File: src/rtl/pgperm_pkg.sv
package pgperm_pkg;

   localparam int RIGHT_R = 0;
   localparam int RIGHT_W = 1;
   localparam int RIGHT_X = 2;

   typedef logic [2:0] rights_t;

   localparam rights_t RIGHTS_ALL  = 3'b111;
   localparam rights_t RIGHTS_RX   = 3'b101;
   localparam rights_t RIGHTS_RW   = 3'b011;
   localparam rights_t RIGHTS_NONE = 3'b000;

   typedef enum logic [1:0] {
      ACC_READ  = 2'd0,
      ACC_WRITE = 2'd1,
      ACC_FETCH = 2'd2,
      ACC_NONE  = 2'd3
   } acc_kind_e;

   typedef struct packed {
      rights_t allow;
      logic    fault;
      logic    ifl_noexec;
      logic    ifl_prot;
      logic    ifl_imask;
      logic    dfl_prot;
      logic    dfl_store;
      logic    dfl_amask;
   } perm_res_t;

   function automatic rights_t need_of(acc_kind_e k);
      case (k)
         ACC_READ:  need_of = 3'b001;
         ACC_WRITE: need_of = 3'b010;
         ACC_FETCH: need_of = 3'b100;
         default:   need_of = 3'b000;
      endcase
   endfunction

endpackage

File: src/rtl/pgperm_pp_decode.sv
module pgperm_pp_decode
   import pgperm_pkg::*;
(
   input  logic       seg_key,
   input  logic [2:0] code,
   output rights_t    rights
);

   always_comb begin
      rights = RIGHTS_NONE;
      if (!seg_key) begin
         case (code)
            3'd0, 3'd1, 3'd2: rights = RIGHTS_ALL;
            3'd3, 3'd6:       rights = RIGHTS_RX;
            default:          rights = RIGHTS_NONE;
         endcase
      end else begin
         case (code)
            3'd2:             rights = RIGHTS_ALL;
            3'd1, 3'd3, 3'd6: rights = RIGHTS_RX;
            default:          rights = RIGHTS_NONE;
         endcase
      end
   end

endmodule

File: src/rtl/pgperm_key_mask.sv
module pgperm_key_mask
   import pgperm_pkg::*;
#(
   parameter int KEY_W         = 5,
   parameter bit KEY_PROT_EN   = 1'b1,
   parameter bit INSTR_MASK_EN = 1'b1
) (
   input  logic [KEY_W-1:0]          key,
   input  logic [2*(2**KEY_W)-1:0]   amask,
   input  logic [2*(2**KEY_W)-1:0]   imask,
   output rights_t                   rights
);

   localparam int NKEYS  = 2 ** KEY_W;
   localparam int MASK_W = 2 * NKEYS;

   // Field offset 2*(NKEYS-1-key) equals the inverted key shifted left once.
   logic [KEY_W:0] fld_off;
   assign fld_off = {~key, 1'b0};

   generate
      if (KEY_PROT_EN) begin : g_keyed
         logic [1:0] dfield;
         logic       xblock;
         assign dfield = amask[fld_off +: 2];
         if (INSTR_MASK_EN) begin : g_imask
            logic unused_ihi;
            assign xblock    = imask[fld_off];
            assign unused_ihi = ^imask[MASK_W-1:0] & 1'b0;
         end else begin : g_no_imask
            logic unused_imask;
            assign xblock       = 1'b0;
            assign unused_imask = ^imask;
         end
         always_comb begin
            rights          = RIGHTS_ALL;
            rights[RIGHT_W] = ~dfield[1];
            rights[RIGHT_R] = ~dfield[0];
            rights[RIGHT_X] = ~xblock;
         end
      end else begin : g_unkeyed
         logic unused_inputs;
         assign unused_inputs = ^{amask, imask, fld_off};
         assign rights        = RIGHTS_ALL;
      end
   endgenerate

endmodule

File: src/rtl/pgperm_fault_enc.sv
module pgperm_fault_enc
   import pgperm_pkg::*;
(
   input  logic      valid,
   input  acc_kind_e kind,
   input  rights_t   ng_rights,
   input  rights_t   pp_rights,
   input  rights_t   key_rights,
   output perm_res_t res
);

   rights_t need;
   rights_t allow;
   rights_t miss;

   assign need  = need_of(kind);
   assign allow = ng_rights & pp_rights & key_rights;
   assign miss  = need & ~allow;

   always_comb begin
      res = '0;
      if (valid) begin
         res.allow = allow;
         res.fault = |miss;
         if (|miss) begin
            if (kind == ACC_FETCH) begin
               res.ifl_noexec = ~ng_rights[RIGHT_X];
               res.ifl_prot   = ng_rights[RIGHT_X] & ~pp_rights[RIGHT_X];
               res.ifl_imask  = ~key_rights[RIGHT_X];
            end else begin
               res.dfl_prot  = |(need & ~pp_rights);
               res.dfl_store = (kind == ACC_WRITE);
               res.dfl_amask = |(need & ~key_rights);
            end
         end
      end
   end

endmodule

File: src/rtl/pgperm_eval.sv
module pgperm_eval
   import pgperm_pkg::*;
#(
   parameter int KEY_W         = 5,
   parameter bit KEY_PROT_EN   = 1'b1,
   parameter bit INSTR_MASK_EN = 1'b1,
   parameter bit OUT_REG       = 1'b1
) (
   input  logic                      clk,
   input  logic                      rst_n,
   input  logic                      req_valid,
   input  logic [1:0]                req_kind,
   input  logic                      user_mode,
   input  logic                      seg_key_user,
   input  logic                      seg_key_sup,
   input  logic                      pp_hi,
   input  logic [1:0]                pp_lo,
   input  logic                      no_exec,
   input  logic                      guarded,
   input  logic [KEY_W-1:0]          page_key,
   input  logic [2*(2**KEY_W)-1:0]   amask_reg,
   input  logic [2*(2**KEY_W)-1:0]   imask_reg,
   output logic                      rsp_valid,
   output logic                      allow_r,
   output logic                      allow_w,
   output logic                      allow_x,
   output logic                      fault,
   output logic                      ifault_noexec,
   output logic                      ifault_prot,
   output logic                      ifault_imask,
   output logic                      dfault_prot,
   output logic                      dfault_store,
   output logic                      dfault_amask
);

   generate
      if (KEY_W < 1 || KEY_W > 6) begin : g_bad_key_w
         $error("pgperm_eval: KEY_W must lie in 1..6");
      end
   endgenerate

   logic      seg_key;
   logic [2:0] code;
   rights_t   pp_rights;
   rights_t   ng_rights;
   rights_t   key_rights;
   perm_res_t res_d;
   perm_res_t res_q;
   logic      vld_q;

   assign seg_key = user_mode ? seg_key_user : seg_key_sup;
   assign code    = {pp_hi, pp_lo};

   always_comb begin
      ng_rights = RIGHTS_ALL;
      if (no_exec || guarded) ng_rights = RIGHTS_RW;
   end

   pgperm_pp_decode u_pp (
      .seg_key (seg_key),
      .code    (code),
      .rights  (pp_rights)
   );

   pgperm_key_mask #(
      .KEY_W         (KEY_W),
      .KEY_PROT_EN   (KEY_PROT_EN),
      .INSTR_MASK_EN (INSTR_MASK_EN)
   ) u_key (
      .key    (page_key),
      .amask  (amask_reg),
      .imask  (imask_reg),
      .rights (key_rights)
   );

   pgperm_fault_enc u_flt (
      .valid      (req_valid),
      .kind       (acc_kind_e'(req_kind)),
      .ng_rights  (ng_rights),
      .pp_rights  (pp_rights),
      .key_rights (key_rights),
      .res        (res_d)
   );

   generate
      if (OUT_REG) begin : g_reg
         always_ff @(posedge clk or negedge rst_n) begin
            if (!rst_n) begin
               res_q <= '0;
               vld_q <= 1'b0;
            end else begin
               res_q <= res_d;
               vld_q <= req_valid;
            end
         end

         // undefined protection codes never grant a right
         a_r4_undef_code_none: assert property (@(posedge clk) disable iff (!rst_n)
            (rsp_valid && ($past(code) == 3'd4 || $past(code) == 3'd5 || $past(code) == 3'd7))
            |-> ({allow_x, allow_w, allow_r} == 3'b000));

         // no-execute or guarded page never reports execute
         a_r5_noexec_drops_x: assert property (@(posedge clk) disable iff (!rst_n)
            (rsp_valid && $past(no_exec || guarded)) |-> !allow_x);

         // store reason only follows a faulting write request
         a_r11_store_on_write: assert property (@(posedge clk) disable iff (!rst_n)
            dfault_store |-> (fault && $past(req_kind) == 2'd1));
      end else begin : g_comb
         logic unused_clk;
         assign unused_clk = clk & rst_n;
         assign res_q      = res_d;
         assign vld_q      = req_valid;
      end
   endgenerate

   assign rsp_valid     = vld_q;
   assign allow_r       = res_q.allow[RIGHT_R];
   assign allow_w       = res_q.allow[RIGHT_W];
   assign allow_x       = res_q.allow[RIGHT_X];
   assign fault         = res_q.fault;
   assign ifault_noexec = res_q.ifl_noexec;
   assign ifault_prot   = res_q.ifl_prot;
   assign ifault_imask  = res_q.ifl_imask;
   assign dfault_prot   = res_q.dfl_prot;
   assign dfault_store  = res_q.dfl_store;
   assign dfault_amask  = res_q.dfl_amask;

   // a fetch fault reports at most one of no-execute and protection
   a_r10_single_primary: assert property (@(posedge clk) disable iff (!rst_n)
      !(ifault_noexec && ifault_prot));

   // a fault is only raised alongside a valid result
   a_r9_fault_has_valid: assert property (@(posedge clk) disable iff (!rst_n)
      fault |-> rsp_valid);

   // idle cycles keep every result output low
   a_r12_idle_quiet: assert property (@(posedge clk) disable iff (!rst_n)
      !rsp_valid |-> !(allow_r || allow_w || allow_x || fault || ifault_imask || dfault_amask));

endmodule

File: config.mk
export PLATFORM = sky130hd
export DESIGN_NAME = pgperm_eval
export DESIGN_NICKNAME = d
export VERILOG_FILES = /design/src/rtl/pgperm_pkg.sv /design/src/rtl/pgperm_pp_decode.sv /design/src/rtl/pgperm_key_mask.sv /design/src/rtl/pgperm_fault_enc.sv /design/src/rtl/pgperm_eval.sv
export SDC_FILE = /design/constraint.sdc
export NUM_CORES = 1
export LEC_CHECK = 0
export CORE_MARGIN = 4
export CORE_UTILIZATION = 29
export CTS_CLUSTER_SIZE = 14
export DETAILED_ROUTE_END_ITERATION = 16
export PLACE_DENSITY = 0.89
export REMOVE_ABC_BUFFERS = 1
export SYNTH_ARGS = -nofsm -noshare
export SYNTH_HDL_FRONTEND = slang
export SYNTH_SLANG_ARGS = --single-unit
File: constraint.sdc
create_clock -name clk -period 0.8 [get_ports clk]
set_input_delay 0.16 -clock clk [delete_from_list [all_inputs] [get_ports clk]]
set_output_delay 0.16 -clock clk [all_outputs]
set_load 0.02 [all_outputs]
==> PnR_summary.wiki <==
{| class="wikitable"
! Metric !! Value
|-
| Outcome || finished, violations left
|-
| Violated checks || negative setup slack
|-
| Number of nets in the final layout || approximately 440
|-
| Post-synth cell types || 30
|-
| Slew at the pin closest to its max-slew limit || 0.348 ns
|-
| Number of nets with antenna violations after routing || 0
|-
| Count of antenna diodes in the layout || 0
|-
| Hold buffer count at cts || 0
|-
| Portion of the post-synthesis area used by sequential elements || 20.8%
|-
| Classification of the worst-slack hold path || input port to flip-flop
|-
| Crit path time final || 1.73 ns
|-
| Share of Yosys cell area claimed by the top area cell type || 37.1%
|-
| # port buffers || 124
|-
| Yosys warning total || 0
|-
| Vias in the first global route || roughly 2000
|-
| Maximum level of the CTS H-tree || 1
|-
| Share of the clock period used by the worst path after layout || 216%
|-
| Top_reg_cell synth || sky130_fd_sc_hd__dfrtp_1
|-
| Detail-routed via count per cell || 5.55
|-
| Largest fanout of any net on the critical path || 7
|-
| Number of buffers created by CTS || 3
|-
| Max clock buf depth || 2
|-
| Critical path class || input port to flip-flop
|-
| Clk Tree Root Cell || sky130_fd_sc_hd__clkbuf_8
|-
| Max incr delay on CP || between 0.5 and 0.6 ns
|-
| Maximum number of pins on one net before global-route repair || 13
|-
| Via total after detailed routing || 1926
|-
| Clock edge transition at the registers on the reported setup and hold paths || 0.05 ns
|-
| Share of total power in the clock network || 21.6%
|-
| Sw Share || roughly 34%
|-
| Std-Cell Core Area || around 0.0044 sq mm
|-
| Max Fclk || 578 MHz
|-
| Startpoint Class || input port
|-
| P&R area growth vs syn || 146%
|-
| Maxcap violations || 0
|-
| Combinational fraction of design power || 57.0%
|-
| Mapped cell area || 0.00132 sq mm
|-
| Unrepaired setup endpoints after global routing || true
|-
| Worst VDD drop || ~740 uV
|-
| TritonCTS clock tree || built
|-
| First-pass GRT wire length || between 9 and 10 mm
|-
| Number of standard-cell rows in the floorplan || 24
|-
| Setup TNS || -6.55 ns
|-
| Required time reported for the critical path endpoint || 0.97 ns
|-
| Most used standard cells in the synthesized netlist || sky130_fd_sc_hd__mux2i_1, sky130_fd_sc_hd__a22oi_1, sky130_fd_sc_hd__a21oi_1
|-
| Global placement routability congestion || 0.858
|-
| Die outline height || 75.5 um
|-
| Crit path cell chain || buf_12, buf_12, mux2i_2, a22oi_2, a21oi_1, or4_4, a31o_1, or3b_1
|-
| Max-slew violation total from the final report || 0
|-
| Antenna violations before repair || 0
|-
| Average detailed-routed wire length per instance || 21.9 um
|-
| Residual DRC || 0
|-
| Crit path top cell by count || sky130_fd_sc_hd__buf_12
|-
| Avg Inst Size Synth || a little over 9 sq um
|-
| Worst-case setup margin in the final layout || -0.929 ns
|-
| Total leakage power || 1.67 nW
|-
| Instance area after placement || around 0.0027 sq mm
|-
| Arrival @ worst endpoint || 1.90 ns
|-
| Endpoint class of the critical path || flip-flop
|-
| Total of endpoints with negative setup slack in the final report || 20
|-
| Clock sink total || 11
|-
| Hold Path Stages || 2
|-
| Number of detailed-route iterations in the first pass || 4
|-
| Count of fill cells added during filler insertion || 293
|-
| Initial core utilization || 30.2%
|-
| Count of pins on the block boundary || roughly 160
|-
| Overflow after GRT || 0
|-
| Cell Int Power || 1.86 mW
|-
| Final design area excluding fillers || 0.00325 sq mm
|-
| Initial DRC count || between 100 and 150
|-
| Share of the core filled with cells in the final layout || 74.1%
|-
| Relative slew slack || 76.2%
|-
| Width of the die || 75.5 um
|-
| Sequential share of power || about a fifth
|-
| Post-synthesis cell type with the largest combined area || sky130_fd_sc_hd__mux2i_1
|-
| Post-detail-place hpwl || 5.10 mm
|-
| Cell at the slowest stage of the critical path || sky130_fd_sc_hd__or4_4
|-
| Number of standard cells after synthesis || 143
|-
| Dominant cell by count in the synthesized netlist || sky130_fd_sc_hd__mux2i_1
|-
| Number of synthesized flops with an enable pin || 0
|-
| Layout cells sized above 1 || 39.0%
|-
| Largest cells by area after synthesis || sky130_fd_sc_hd__mux2i_1, sky130_fd_sc_hd__dfrtp_1, sky130_fd_sc_hd__a22oi_1, sky130_fd_sc_hd__a21oi_1, sky130_fd_sc_hd__nand2b_1
|-
| Final Hold Fails || 0
|-
| Yosys reg bits || 11
|-
| Switching component of the power || 961 uW
|-
| Die area || 0.00570 sq mm
|-
| Overall routing resource usage || between 20% and 30%
|-
| Total power || 2.82 mW
|-
| Post-detailed-routing wire length || roughly 7.6 mm
|-
| PD cells || 868 mW/mm^2
|-
| Synth async-reset ratio || 100%
|}
-- metal layers --
layer / vias up / GRT usage, % / share of wire, %
met1: 923 / 23.2 / 32
li1: 862 / - / -
met4: 0 / 10.9 / 3.9
met2: 115 / 43.3 / 55
met5: - / 0 / 0
met3: 26 / 5.28 / 9.7
-- final timing paths --
check | slack, ns | end | start
max | -0.93 | fault | page_key[1]
min in group asynchronous | 0.24 | ifault_imask | rst_n
min | 0.17 | rsp_valid | req_valid
max in group asynchronous | 0.44 | rsp_valid | rst_n
-- layout by cell type, fill, tap and decap left out, drive strengths merged, types with 2 or more instances in the layout --
cell type / n
nand2b: 5
dlymetal6s2s: 19
buf: 52
nor4: 3
nand2: 2
a21oi: 14
a22oi: 24
mux2i: 49
dfrtp: 11
clkdlybuf4s15: 2
nor2b: 2
clkdlybuf4s50: 8
nor2: 7
clkbuf: 7
inv: 2
dlygate4sd2: 74
-- layout make-up --
cell class	count	area (sq um)	share of cell area, %
Clock buffer	4	45.0	1.39
Multi-Input combinational cell	120	1270	39.0
Inverter	2	7.51	0.231
Tap cell	52	65.1	2.00
Timing Repair Buffer	158	1590	49.0
Sequential cell	11	275	8.47
-- power by group through the flow --
stage | clock [mW] | combinational [mW] | sequential, mW
3_3_place_gp | 0 | 1.28 | 0.603
3_5_place_dp | 0 | 1.30 | 0.604
4_1_cts | 0.563 | 1.45 | 0.601
6_report | 0.609 | 1.61 | 0.604
2_1_floorplan | 0 | 0.351 | 0.640
5_1_grt | 0.629 | 1.68 | 0.606
-- cells by family after synthesis --
logic type / synth area share (%)
mux: 37.1
simple gates: 12.4
buf+inv: 7.85
compound gates: 21.9
flops: 20.8
-- critical path: cells and delay by family --
| kind | cells | cell delay [ns] |
|---|---|---|
| compound gates | 3 | 0.52 |
| mux | 1 | 0.16 |
| simple gates | 2 | 0.77 |
| buf+inv | 2 | 0.28 |
-- registers in the layout, indices dropped and copies added, names as in the netlist --
name           count
allow_r            1
allow_w            1
allow_x            1
dfault_amask       1
dfault_prot        1
dfault_store       1
fault              1
ifault_imask       1
ifault_noexec      1
ifault_prot        1
rsp_valid          1
-- what timing repair did --
item	4_1_cts	5_1_grt
buffers inserted	7	5
setup endpoints to repair	21	20
pin swaps	43	23
endpoints found under the hold margin	0	0
resized for setup	243	47
gates cloned	3	0
-- metrics by stage --
step,instances,hold slack [ns],setup WS [ns]
2_1_floorplan,133,-0.136,-0.911
3_3_place_gp,329,0.498,-1.36
3_5_place_dp,329,0.502,-1.45
4_1_cts,342,0.246,-0.789
5_1_grt,347,0.172,-0.953
6_report,347,0.175,-0.929
Power figures use the tool's default switching activity.
